`src/rtl/ud_counter_pkg.sv`:
```
package ud_counter_pkg;

  // Strobes issued by the control to the datapath each cycle
  typedef struct packed {
    logic clear;   // reset request: force the count to zero
    logic inc;     // net single step upward
    logic dec;     // net single step downward
  } ctrStrobe_t;

  localparam int NUM_RUNGS = 2;
  localparam int RUNG_UP   = 0;
  localparam int RUNG_DOWN = 1;

endpackage

```
`src/rtl/ud_counter_ctrl.sv`:
```
module ud_counter_ctrl
  import ud_counter_pkg::*;
(
  input  logic       clk,
  input  logic       rstN,
  input  logic       countReset,
  input  logic       upRung,
  input  logic       downRung,
  output ctrStrobe_t strobe,
  output logic       upEnable,
  output logic       downEnable
);

  logic [NUM_RUNGS-1:0] rungNow;
  logic [NUM_RUNGS-1:0] rungPrev;
  logic [NUM_RUNGS-1:0] rungEdge;
  logic [NUM_RUNGS-1:0] rungEnable;

  assign rungNow[RUNG_UP]   = upRung;
  assign rungNow[RUNG_DOWN] = downRung;

  // One edge detector and one enable bit per rung
  for (genvar g = 0; g < NUM_RUNGS; g++) begin : g_rung
    always_ff @(posedge clk or negedge rstN) begin
      if (!rstN) begin
        rungPrev[g]   <= 1'b0;
        rungEnable[g] <= 1'b0;
      end else begin
        // the previous level is tracked through reset so that a level
        // held across reset release is not seen as a fresh edge
        rungPrev[g]   <= rungNow[g];
        rungEnable[g] <= rungNow[g] & ~countReset;
      end
    end
    assign rungEdge[g] = rungNow[g] & ~rungPrev[g];
  end

  always_comb begin
    strobe.clear = countReset;
    strobe.inc   = ~countReset & rungEdge[RUNG_UP]   & ~rungEdge[RUNG_DOWN];
    strobe.dec   = ~countReset & rungEdge[RUNG_DOWN] & ~rungEdge[RUNG_UP];
  end

  assign upEnable   = rungEnable[RUNG_UP];
  assign downEnable = rungEnable[RUNG_DOWN];

endmodule

```
`src/rtl/ud_counter_dp.sv`:
```
module ud_counter_dp
  import ud_counter_pkg::*;
#(
  parameter int ACC_W = 16,
  parameter int LIMIT = 9999
) (
  input  logic                    clk,
  input  logic                    rstN,
  input  ctrStrobe_t              strobe,
  input  logic signed [ACC_W-1:0] preset,
  output logic signed [ACC_W-1:0] accValue,
  output logic                    done,
  output logic                    zero
);

  localparam logic signed [ACC_W-1:0] POS_LIM = ACC_W'(LIMIT);
  localparam logic signed [ACC_W-1:0] NEG_LIM = -POS_LIM;
  localparam logic signed [ACC_W-1:0] ONE     = ACC_W'(1);

  logic signed [ACC_W-1:0] accQ;
  logic signed [ACC_W-1:0] accNext;
  logic                    atTop;
  logic                    atBottom;

  assign atTop    = (accQ == POS_LIM);
  assign atBottom = (accQ == NEG_LIM);

  always_comb begin
    accNext = accQ;
    if (strobe.clear) begin
      accNext = '0;
    end else if (strobe.inc) begin
      accNext = atTop ? '0 : accQ + ONE;
    end else if (strobe.dec) begin
      accNext = atBottom ? '0 : accQ - ONE;
    end
  end

  always_ff @(posedge clk or negedge rstN) begin
    if (!rstN) accQ <= '0;
    else       accQ <= accNext;
  end

  assign accValue = accQ;
  assign done     = (accQ >= preset);
  assign zero     = (accQ == '0);

endmodule

```
`src/rtl/ud_event_counter.sv`:
```
module ud_event_counter
  import ud_counter_pkg::*;
#(
  parameter int ACC_W = 16,
  parameter int LIMIT = 9999
) (
  input  logic                    clk,
  input  logic                    rstN,
  input  logic                    countReset,
  input  logic                    upRung,
  input  logic                    downRung,
  input  logic signed [ACC_W-1:0] preset,
  output logic signed [ACC_W-1:0] accValue,
  output logic                    upEnable,
  output logic                    downEnable,
  output logic                    done,
  output logic                    zero
);

  ctrStrobe_t strobe;

  ud_counter_ctrl u_ctrl (
    .clk        (clk),
    .rstN       (rstN),
    .countReset (countReset),
    .upRung     (upRung),
    .downRung   (downRung),
    .strobe     (strobe),
    .upEnable   (upEnable),
    .downEnable (downEnable)
  );

  ud_counter_dp #(
    .ACC_W (ACC_W),
    .LIMIT (LIMIT)
  ) u_dp (
    .clk      (clk),
    .rstN     (rstN),
    .strobe   (strobe),
    .preset   (preset),
    .accValue (accValue),
    .done     (done),
    .zero     (zero)
  );

endmodule

```
`config.mk`:
```
export PLATFORM = sky130hd
export DESIGN_NAME = ud_event_counter
export DESIGN_NICKNAME = d
export VERILOG_FILES = /design/src/rtl/ud_counter_pkg.sv /design/src/rtl/ud_counter_ctrl.sv /design/src/rtl/ud_counter_dp.sv /design/src/rtl/ud_event_counter.sv
export SDC_FILE = /design/constraint.sdc
export NUM_CORES = 1
export LEC_CHECK = 0
export BUFFER_PORTS_ARGS = -buffer_cell sky130_fd_sc_hd__buf_2
export CAP_MARGIN = 10
export CORE_UTILIZATION = 30
export CTS_CLUSTER_SIZE = 28
export DETAILED_ROUTE_END_ITERATION = 6
export PLACE_DENSITY_LB_ADDON = 0.08
export SKIP_LAST_GASP = 1
export SYNTH_ARGS = -nofsm -noshare
export SYNTH_HDL_FRONTEND = slang
export SYNTH_SLANG_ARGS = --single-unit
```
`constraint.sdc`:
```
create_clock -name clk -period 3.1 [get_ports clk]
set_input_delay 0.155 -clock clk [delete_from_list [all_inputs] [get_ports clk]]
set_output_delay 0.155 -clock clk [all_outputs]
set_load 0.01 [all_outputs]
```
==> reports/metrics.cfg <==
[critical_path]
critPathMaxStageDelay_ns=0.52
path_cells=inv_1 > ha_1 > nand2b_1 > a2111oi_0 > nor3_1 > o21ai_0 > a21oi_1 > buf_2
cp.arrival_ns=2.47
reg2reg_slack_ns=0.77
criticalPathCategory=reg2out
required_ns=2.94
path_max_fanout=11
crit_path_start_kind=flip-flop
reg2reg_from=u_dp.accValue[0]
crit_slowest_cell=dfrtp_1
critPathLaunch=u_dp.accValue[0]
cp-end-kind=primary output
critPathCapture=done
crit-reg2reg-capture=u_dp.accValue[8]
reg2reg_depth=7

[timing]
grt_setup_unrepaired=no
min_period_ns=2.63
finalSetupViolCount=0
finClkSkew_ns=0.00256
drv_slew=0
final_hold_viol_count=0
timing.final.ws_setup_ns=0.473
period_share_pct=84.7
tns_ns=0
slew-limit-headroom_pct=28.6
tightest_slew_ns=1.06
fmax_mhz=381

[synthesis]
synth_nets=317
yosys_warnings=0
synth_flop_cell=dfrtp_1
async_flop_share_pct=100
yosys-top-cells-count=a21oi_1, inv_1, dfrtp_1, ha_1, o21ai_0
yosysSeqAreaShare_pct=24.0
yosys.area_share.simple_pct=30.2
ys_top_cells_by_area=dfrtp_1, ha_1, a21oi_1
yosys.area_share.xor_xnor_pct=2.52
yosysTopAreaCellShare_pct=24.0
synth_compound_area_share_pct=22.8
synth-edff-count=0
synth.distinct_cells=48
avgSynthCellArea_um2=7.55
synthMuxAreaShare_pct=0.541
netlist_area_um2=2080
synth_top_family_by_area=simple AND/OR/NAND/NOR gates
syn_inst=276
synth-seq-cells=20
synth_top_area_cell=dfrtp_1
synthAdderAreaFrac_pct=12.0

[cells_and_area]
insertedDiodeCount=0
drive_gt1_share_pct=19.6
layout.nets=353
fillCellCount=717
area_growth_syn_to_layout_pct=17.4
regArea_um2=500
multi_input_area_um2=1420

[cts]
clock-root-buffer=clkbuf_8
cts_tree=yes
htree_num_levels=1
clock_latency_ns=0.27
numCtsBuffers=3
numClockSinks=20
cts_setup_buffers=0
clk_pin_slew_ns=0.09
cts_buffer_depth=2

[floorplanning]
fp.dieArea_um2=7280
die_h_um=85.3
row_count=30
start_util_pct=30.8
die_w_um=85.3
ios=41
core_um2=6760

[detailed_routing]
vias=2233
m1WireLength_um=3200
dr.pass1.iters=5
drt_iter0_drc=96
routed_via_density=5.71
ant_nets=0
met3_length_um=350
postRouteWirelength_um=6930
drc=0
top_layer=met4
wl_met2_um=3280
wl_per_cell_um=17.7

[status]
outcome=complete, no violations

[job]
max_cap_viol_count=0

[grt]
grt_pass1_vias=2155
grt_max_degree=21
antenna_found_initial=0
grt_pass1_wl_um=11400
grt_usage_pct=20.2
grt_overflow=0

[placement]
hpwl_um=5110
gp_congestion=0.824
pre_cts_slack_ns=0.775
port_buffers=40

[power_and_ir_drop]
cellLeakagePower_nw=1.12
p_per_area_nw_per_um2=480
ir_worst_vdd_mv=0.167

[hold_path]
hold_depth=1
hold_start=downRung
hold_path_class=in2reg

worst min-delay path by stage:
stage / to
4_1_cts: u_ctrl.rungPrev[1]
2_1_floorplan: u_ctrl.downEnable
6_report: u_ctrl.rungPrev[1]
5_1_grt: u_ctrl.rungPrev[0]
3_3_place_gp: u_dp.accValue[15]
3_5_place_dp: u_dp.accValue[15]
layout make-up:
class,instances,area share (%)
clock buffers,3,1.69
clock inverters,1,1.23
inverters,21,3.22
multi-input cells,216,58.0
flip-flops and latches,20,20.5
well taps,80,4.09
repair buffers,50,11.4
per-layer routing:
metal | track usage, % | up-vias
met5 | 0 | -
met4 | 5.76 | 0
met3 | 2.04 | 10
met2 | 34.1 | 83
met1 | 27.4 | 1052
li1 | - | 1088
report_power, final:
group	internal, W	switching, W
Clock	0.000173	0.000105
Combinational	0.000221	0.000307
Sequential	0.000295	0.0000761
Total	0.000688	0.000487
cells by family (layout without fill, tap and decap cells):
logic type | Yosys count | in the layout
buffers and inverters | 40 | 75
adders and majority gates | 20 | 20
DFF | 20 | 20
xor gates and xnor gates | 6 | 6
and+or+nand+nor | 113 | 113
AOI/OAI and AO/OA | 76 | 76
muxes | 1 | 1
worst max-delay path: cells and delay by family, from the launching register on:
| kind | cells | cell delay, ns |
|---|---|---|
| AOI/OAI and AO/OA | 3 | 0.84 |
| adders and majority gates | 1 | 0.29 |
| buffers and inverters | 2 | 0.28 |
| DFF | 1 | 0.52 |
| and+or+nand+nor | 2 | 0.27 |
metrics by stage:
stage | cell area, um^2 | instances | hold slack (ns) | utilization (%) | power, W
floorplan | 2080 | 276 | -0.141 | - | 0.000730
global placement | 2360 | 386 | 0.176 | 35.0 | 0.000903
detailed placement | 2360 | 386 | 0.167 | 35.0 | 0.000900
CTS | 2450 | 391 | 0.0163 | 36.2 | 0.00118
global route | 2450 | 391 | 0.0191 | 36.2 | 0.00127
finish | 2450 | 391 | 0.0222 | 36.2 | 0.00118
registers in the layout (all words and copies together), names as in the netlist:
name,cells
u_ctrl.upEnable,1
u_ctrl.downEnable,1
u_dp.accValue,16
u_ctrl.rungPrev,2
timing repair:
| item | CTS | global route |
|---|---|---|
| gates resized for setup | 0 | 0 |
| hold endpoints to repair | 20 | 0 |
| hold buffers | 1 | 0 |
cell usage in the layout (no fill, tap or decap), types with 2 or more instances in the layout:
cell type | netlist | layout
xnor2_1 | 4 | 4
or2_2 | 2 | 2
xor2_1 | 2 | 2
inv_1 | 21 | 21
a211oi_1 | 2 | 2
nand2_1 | 19 | 19
nor2b_1 | 5 | 5
nand3_1 | 12 | 12
o211ai_1 | 3 | 3
a221oi_1 | 3 | 3
clkbuf_8 | 0 | 3
a31oi_1 | 8 | 8
or4_1 | 3 | 3
and3_1 | 3 | 3
nor4_1 | 5 | 5
nand2b_1 | 4 | 4
a22oi_1 | 7 | 7
nor2_1 | 19 | 19
and4_1 | 2 | 2
nand4_1 | 10 | 10
dfrtp_1 | 20 | 20
ha_1 | 20 | 20
o21ai_0 | 20 | 20
nand3b_1 | 2 | 2
nor3_1 | 14 | 14
or4_4 | 2 | 2
buf_4 | 1 | 9
a21oi_1 | 21 | 21
buf_2 | 3 | 40
o41ai_1 | 2 | 2
or3_1 | 6 | 6
No activity file was read; power rests on OpenSTA's default activity.
